**config.mk**
```make
export PLATFORM = sky130hd
export DESIGN_NAME = sample_format_coder
export DESIGN_NICKNAME = d
export VERILOG_FILES = /design/src/rtl/sfc_pkg.sv /design/src/rtl/sfc_cfg_reg.sv /design/src/rtl/sfc_encoder.sv /design/src/rtl/sfc_pipe.sv /design/src/rtl/sample_format_coder.sv
export SDC_FILE = /design/constraint.sdc
export NUM_CORES = 1
export LEC_CHECK = 0
export ABC_AREA = 1
export BUFFER_PORTS_ARGS = -buffer_cell sky130_fd_sc_hd__buf_2
export CORE_MARGIN = 2
export CORE_UTILIZATION = 51
export DETAILED_ROUTE_END_ITERATION = 7
export PLACE_DENSITY = 0.91
export SLEW_MARGIN = 0
export SYNTH_ARGS = -nofsm -noshare
export SYNTH_HDL_FRONTEND = slang
export SYNTH_SLANG_ARGS = --single-unit
```
**constraint.sdc**
```tcl
create_clock -name clk -period 4.4 [get_ports clk]
set_clock_uncertainty 0.1 [all_clocks]
set_input_delay 0.88 -clock clk [delete_from_list [all_inputs] [get_ports clk]]
set_output_delay 0.88 -clock clk [all_outputs]
set_load 0.005 [all_outputs]
```
**src/rtl/sfc_pkg.sv**
```systemverilog
package sfc_pkg;
  typedef enum logic [1:0] {
    CODE_TWOS = 2'd0,
    CODE_GRAY = 2'd1,
    CODE_OFFS = 2'd2
  } code_e;

  typedef enum logic [1:0] {
    PAD_LVDS_LO = 2'd0,
    PAD_LVDS_HI = 2'd1,
    PAD_CMOS    = 2'd2
  } pad_e;

  localparam int FIELD_W = 3;
  localparam logic [FIELD_W-1:0] SEL_FIRST  = 3'b001;
  localparam logic [FIELD_W-1:0] SEL_SECOND = 3'b010;
  localparam logic [FIELD_W-1:0] SEL_THIRD  = 3'b100;

  localparam logic [1:0] STRAP_MID  = 2'b01;
  localparam logic [1:0] STRAP_HIGH = 2'b10;
endpackage

```
**src/rtl/sfc_cfg_reg.sv**
```systemverilog
module sfc_cfg_reg
  import sfc_pkg::*;
#(
  parameter int REG_W    = 8,
  parameter int CODE_LSB = 5,
  parameter int PAD_LSB  = 0
) (
  input  logic             clk,
  input  logic             rst_n,
  input  logic             soft_rst,
  input  logic             we,
  input  logic [REG_W-1:0] wdata,
  input  logic [1:0]       strap_code,
  input  logic [1:0]       strap_pad,
  output code_e            code,
  output pad_e             pad
);
  localparam int CODE_MSB = CODE_LSB + FIELD_W - 1;
  localparam int PAD_MSB  = PAD_LSB + FIELD_W - 1;

  logic [FIELD_W-1:0] code_fld_q;
  logic [FIELD_W-1:0] pad_fld_q;
  logic               unused_wdata;

  assign unused_wdata = ^wdata;

  // Soft reset intentionally leaves these fields alone.
  always_ff @(posedge clk or negedge rst_n) begin
    if (!rst_n) begin
      code_fld_q <= '0;
      pad_fld_q  <= '0;
    end else if (we) begin
      code_fld_q <= wdata[CODE_MSB:CODE_LSB];
      pad_fld_q  <= wdata[PAD_MSB:PAD_LSB];
    end
  end

  always_comb begin
    case (code_fld_q)
      SEL_FIRST:  code = CODE_TWOS;
      SEL_SECOND: code = CODE_GRAY;
      SEL_THIRD:  code = CODE_OFFS;
      default: begin
        if (strap_code == STRAP_MID)       code = CODE_GRAY;
        else if (strap_code == STRAP_HIGH) code = CODE_OFFS;
        else                               code = CODE_TWOS;
      end
    endcase
  end

  always_comb begin
    case (pad_fld_q)
      SEL_FIRST:  pad = PAD_LVDS_LO;
      SEL_SECOND: pad = PAD_LVDS_HI;
      SEL_THIRD:  pad = PAD_CMOS;
      default: begin
        if (strap_pad == STRAP_MID)       pad = PAD_LVDS_HI;
        else if (strap_pad == STRAP_HIGH) pad = PAD_CMOS;
        else                              pad = PAD_LVDS_LO;
      end
    endcase
  end

  assert_write_load_R1: assert property (@(posedge clk) disable iff (!rst_n)
    we |=> (code_fld_q == $past(wdata[CODE_MSB:CODE_LSB])) &&
           (pad_fld_q == $past(wdata[PAD_MSB:PAD_LSB])))
    else $error("settings write not loaded");

  assert_keep_on_soft_R9: assert property (@(posedge clk) disable iff (!rst_n)
    (soft_rst && !we) |=> ($stable(code_fld_q) && $stable(pad_fld_q)))
    else $error("settings changed by soft reset");
endmodule

```
**src/rtl/sfc_encoder.sv**
```systemverilog
module sfc_encoder
  import sfc_pkg::*;
#(
  parameter int W = 12
) (
  input  logic [W-1:0] din,
  input  code_e        code,
  output logic [W-1:0] dout
);
  logic [W-1:0] offs;
  logic [W-1:0] gray;

  assign offs = {~din[W-1], din[W-2:0]};

  assign gray[W-1] = offs[W-1];
  for (genvar i = 0; i < W - 1; i++) begin : g_gray
    assign gray[i] = offs[i] ^ offs[i+1];
  end

  always_comb begin
    case (code)
      CODE_GRAY: dout = gray;
      CODE_OFFS: dout = offs;
      default:   dout = din;
    endcase
  end
endmodule

```
**src/rtl/sfc_pipe.sv**
```systemverilog
module sfc_pipe #(
  parameter int W = 12
) (
  input  logic         clk,
  input  logic         rst_n,
  input  logic         soft_rst,
  input  logic         in_valid,
  output logic         in_ready,
  input  logic [W-1:0] in_data,
  output logic         out_valid,
  input  logic         out_ready,
  output logic [W-1:0] out_data
);
  logic take;

  assign in_ready = !out_valid || out_ready;
  assign take     = in_valid && in_ready;

  always_ff @(posedge clk or negedge rst_n) begin
    if (!rst_n) begin
      out_valid <= 1'b0;
    end else if (soft_rst) begin
      out_valid <= 1'b0;
    end else if (take) begin
      out_valid <= 1'b1;
    end else if (out_ready) begin
      out_valid <= 1'b0;
    end
  end

  always_ff @(posedge clk or negedge rst_n) begin
    if (!rst_n)    out_data <= '0;
    else if (take) out_data <= in_data;
  end

  assert_hold_R8: assert property (@(posedge clk) disable iff (!rst_n)
    (out_valid && !out_ready && !soft_rst) |=> (out_valid && $stable(out_data)))
    else $error("stalled word not held");

  assert_accept_R7: assert property (@(posedge clk) disable iff (!rst_n)
    (in_valid && in_ready && !soft_rst) |=> out_valid)
    else $error("accepted sample missing");

  assert_soft_empty_R9: assert property (@(posedge clk) disable iff (!rst_n)
    soft_rst |=> !out_valid)
    else $error("soft reset left word valid");
endmodule

```
**src/rtl/sample_format_coder.sv**
```systemverilog
module sample_format_coder
  import sfc_pkg::*;
#(
  parameter int W     = 12,
  parameter int REG_W = 8
) (
  input  logic             clk,
  input  logic             rst_n,
  input  logic             soft_rst,
  input  logic             cfg_we,
  input  logic [REG_W-1:0] cfg_wdata,
  input  logic [1:0]       strap_code,
  input  logic [1:0]       strap_pad,
  input  logic             in_valid,
  output logic             in_ready,
  input  logic [W-1:0]     in_data,
  output logic             out_valid,
  input  logic             out_ready,
  output logic [W-1:0]     out_data,
  output logic [1:0]       pad_mode
);
  code_e        code;
  pad_e         pad;
  logic [W-1:0] coded;

  sfc_cfg_reg #(.REG_W(REG_W), .CODE_LSB(5), .PAD_LSB(0)) u_cfg (
    .clk        (clk),
    .rst_n      (rst_n),
    .soft_rst   (soft_rst),
    .we         (cfg_we),
    .wdata      (cfg_wdata),
    .strap_code (strap_code),
    .strap_pad  (strap_pad),
    .code       (code),
    .pad        (pad)
  );

  sfc_encoder #(.W(W)) u_enc (
    .din  (in_data),
    .code (code),
    .dout (coded)
  );

  sfc_pipe #(.W(W)) u_pipe (
    .clk       (clk),
    .rst_n     (rst_n),
    .soft_rst  (soft_rst),
    .in_valid  (in_valid),
    .in_ready  (in_ready),
    .in_data   (coded),
    .out_valid (out_valid),
    .out_ready (out_ready),
    .out_data  (out_data)
  );

  assign pad_mode = pad;

  assert_msb_flip_R3: assert property (@(posedge clk) disable iff (!rst_n)
    (in_valid && in_ready && !soft_rst && code != CODE_TWOS)
      |=> (out_data[W-1] != $past(in_data[W-1])))
    else $error("coded MSB not inverted");

  assert_pad_legal_R6: assert property (@(posedge clk) disable iff (!rst_n)
    pad_mode != 2'b11)
    else $error("illegal pad mode");
endmodule

```
==> impl_metrics.env <==
export IMPL_status="finished, final reports clean"
export IMPL_synth_top_flop_cell="dfrtp_1"
export IMPL_wl_per_cell_um=9.61
export IMPL_synth_seq_area_share_pct=40.3
export IMPL_yosysTopAreaCellShare_pct=40.3
export IMPL_async_flop_share_pct=100
export IMPL_die_h_um=52.1
export IMPL_antenna_cells=0
export IMPL_synth_most_common_cell="nand2_1"
export IMPL_crit_chain="buf_2, nor2_1, nand3_1, nand2_1, buf_2"
export IMPL_dr_pass1_iters=4
export IMPL_fin_crit_ps=2290
export IMPL_dp_cells=247
export IMPL_worstPathRequired_ps=3420
export IMPL_drt_iter0_markers=24
export IMPL_min_period_over_period_pct=52.1
export IMPL_dieArea_mm2=0.00272
export IMPL_rsz0062_at_grt="no"
export IMPL_grt_max_degree=20
export IMPL_whs_ps=388
export IMPL_synth_top_area_cell="dfrtp_1"
export IMPL_path_delay_family="simple AND/OR/NAND/NOR gates"
export IMPL_routed_wl_um=2410
export IMPL_cts_tree="built"
export IMPL_power_density_mw_per_mm2=312
export IMPL_critPathMaxStageDelay_ps=100
export IMPL_finalWorstSetupSlack_ps=2110
export IMPL_synth_edff_count=0
export IMPL_drt_drc_violations_left=0
export IMPL_syn_inst=180
export IMPL_ys_ff_latch=19
export IMPL_worst_endpoint_arrival_ps=1310
export IMPL_slew_viol_final=0
export IMPL_r2r_start="u_cfg.code_fld_q[2]"
export IMPL_hp_class="in -> async"
export IMPL_cts_hold_buf=0
export IMPL_power_uw=445
export IMPL_netlist_area_mm2=0.00118
export IMPL_gp_congestion=0.820
export IMPL_initial_utilization_pct=53.9
export IMPL_layoutNonFillerInstCount=251
export IMPL_port_buffer_count=43
export IMPL_vias_per_cell=4.76
export IMPL_cts_buffers_inserted=3
export IMPL_crit_slowest_cell="buf_2"
export IMPL_cp_common_cell="buf_2"
export IMPL_timing_rr_end="u_pipe.out_data[8]"
export IMPL_synth_fp_nets=212
export IMPL_start_kind="primary input"
export IMPL_max_slew_margin_rel_pct=70.6
export IMPL_crit_fanout=2
export IMPL_synthToLayoutAreaGrowth_pct=21.0
export IMPL_max_freq_mhz=436
export IMPL_crit_type="in -> out"
export IMPL_core_mm2=0.00219
export IMPL_synth_distinct_cells=20
export IMPL_reg2reg_setup_slack_ps=2320
export IMPL_ys_warn_count=0
export IMPL_critPathCaptureType="output pin"
export IMPL_cts_path_max_buffers=2
export IMPL_dp_slack_ps=1880
export IMPL_clk_pin_slew_ps=110
export IMPL_htreeDepth=1
export IMPL_cap_violations=0
export IMPL_grt_first_pass_wirelength_um=4000
export IMPL_crit_buf_inv=2
export IMPL_vias=1194
export IMPL_worstRegToRegCells=10
export IMPL_nNetsFinal=256
export IMPL_grt_pass1_vias=992
export IMPL_avgSynthCellArea_um2=6.56
export IMPL_pin_count=46
export IMPL_synth_area_leaders="dfrtp_1 (40%), nand2_1 (28%), nand3_1 (8.1%), inv_1 (7.6%), o21ai_0 (3.0%)"
export IMPL_finalSetupViolCount=0
export IMPL_grt_overflow=0
export IMPL_post_cts_resized=0
export IMPL_irDropWorstVdd_mv=0.156
export IMPL_cts_sinks=19
export IMPL_dp_hpwl_um=1930
export IMPL_grt_usage_pct=19.7
export IMPL_hold_viol=0
export IMPL_cts_setup_buffers=0
export IMPL_cts_root_buf="clkbuf_4"
export IMPL_row_count=17
export IMPL_die_x_um=52.1
export IMPL_setup_tns_ps=0
export IMPL_drive_gt1_share_pct=23.8
export IMPL_synth_commonest_cells="nand2_1 (88), inv_1 (24), dfrtp_1 (19), nand3_1 (19), o21ai_0 (7)"
export IMPL_ant_nets=0
export IMPL_insertion_delay_ps=280
export IMPL_p_leak_uw=0.000899
export IMPL_antenna_found_initial=0
export IMPL_cp_num_cells=5
export IMPL_worst_slew_pin_slew_ps=440
==> area by class of cell <==
class	count	area, um2
inverters	25	93.8
clock buffers	4	26.3
repair buffers	43	215
flip-flops and latches	19	475
fillers	199	762
multi-input cells	132	583
well taps	28	35.0
==> state kept, by name, summed over array words and instances, names as in the netlist <==
name / cells
u_cfg.code_fld_q: 3
u_cfg.pad_fld_q: 3
u_pipe.out_data: 12
u_pipe.out_valid: 1
==> placed cells by master (no fill, tap or decap) <==
| cell | synthesis | routed |
|---|---|---|
| nand2_4 | 1 | 1 |
| inv_1 | 24 | 24 |
| a31oi_1 | 1 | 1 |
| clkbuf_4 | 0 | 3 |
| nor2_2 | 1 | 1 |
| o21a_1 | 1 | 1 |
| nand2_1 | 88 | 88 |
| nor2_1 | 4 | 4 |
| clkbuf_1 | 0 | 1 |
| inv_2 | 1 | 1 |
| nand3_1 | 19 | 19 |
| nand2_2 | 2 | 2 |
| buf_2 | 2 | 43 |
| a21oi_1 | 1 | 1 |
| o21ai_0 | 7 | 7 |
| dfrtp_1 | 19 | 19 |
| nand4_1 | 2 | 2 |
| or2_2 | 2 | 2 |
| xnor2_1 | 1 | 1 |
| ha_1 | 2 | 2 |
==> worst reg2reg max path, stage by stage, from the launching register on <==
cell     delay, ps
dfrtp_1        400
inv_1           90
nand3_1        140
nand2_1        110
o21ai_0         80
ha_1           350
nor2_2         400
nand2_1        100
nand2_1         80
nand3_1        100
nand2_1         80
==> through the flow <==
step / utilization (%) / cell area, um2
after floorplan: - / 1180
after global placement: 64.0 / 1400
after detailed placement: 64.0 / 1400
after CTS: 65.2 / 1430
after global routing: 65.2 / 1430
final: 65.2 / 1430
==> logic make-up (layout without fill, tap and decap cells) <==
logic type               count (synthesis)  in the layout  share of synthesized area (%)
flip-flops                              19             19                           40.3
XOR/XNOR                                 1              1                          0.742
AND/OR/NAND/NOR                        119            119                           41.9
buffers and inverters                   29             72                           10.4
adder cells (fa/ha/maj)                  2              2                           2.12
AO/OA/AOI/OAI                           10             10                           4.55
==> worst max path at each step <==
stage | startpoint | slack (ps) | to
after global placement | strap_code[1] | 1950 | u_pipe.out_data[8]
after global routing | strap_code[0] | 2000 | u_pipe.out_data[8]
final | strap_pad[1] | 2110 | pad_mode[0]
after floorplan | strap_pad[0] | 2300 | pad_mode[0]
after CTS | strap_pad[1] | 2100 | pad_mode[0]
after detailed placement | strap_code[1] | 1880 | u_pipe.out_data[8]
==> per-layer routing <==
metal  vias to the layer above  GRT usage (%)  routed length, um
met1                       520           25.6               1080
li1                        634              -                  -
met5                         -              0                  0
met2                        34           32.5               1170
met3                         6          0.862                101
met4                         0           11.4                 62
==> power by group <==
group / switching (uW) / internal [uW] / total (uW)
Clock: 51.2 / 35.2 / 86.5
Sequential: 13.7 / 201 / 214
Combinational: 84.0 / 60.7 / 145
Total: 149 / 297 / 445
(Power assumes the default switching activity.)
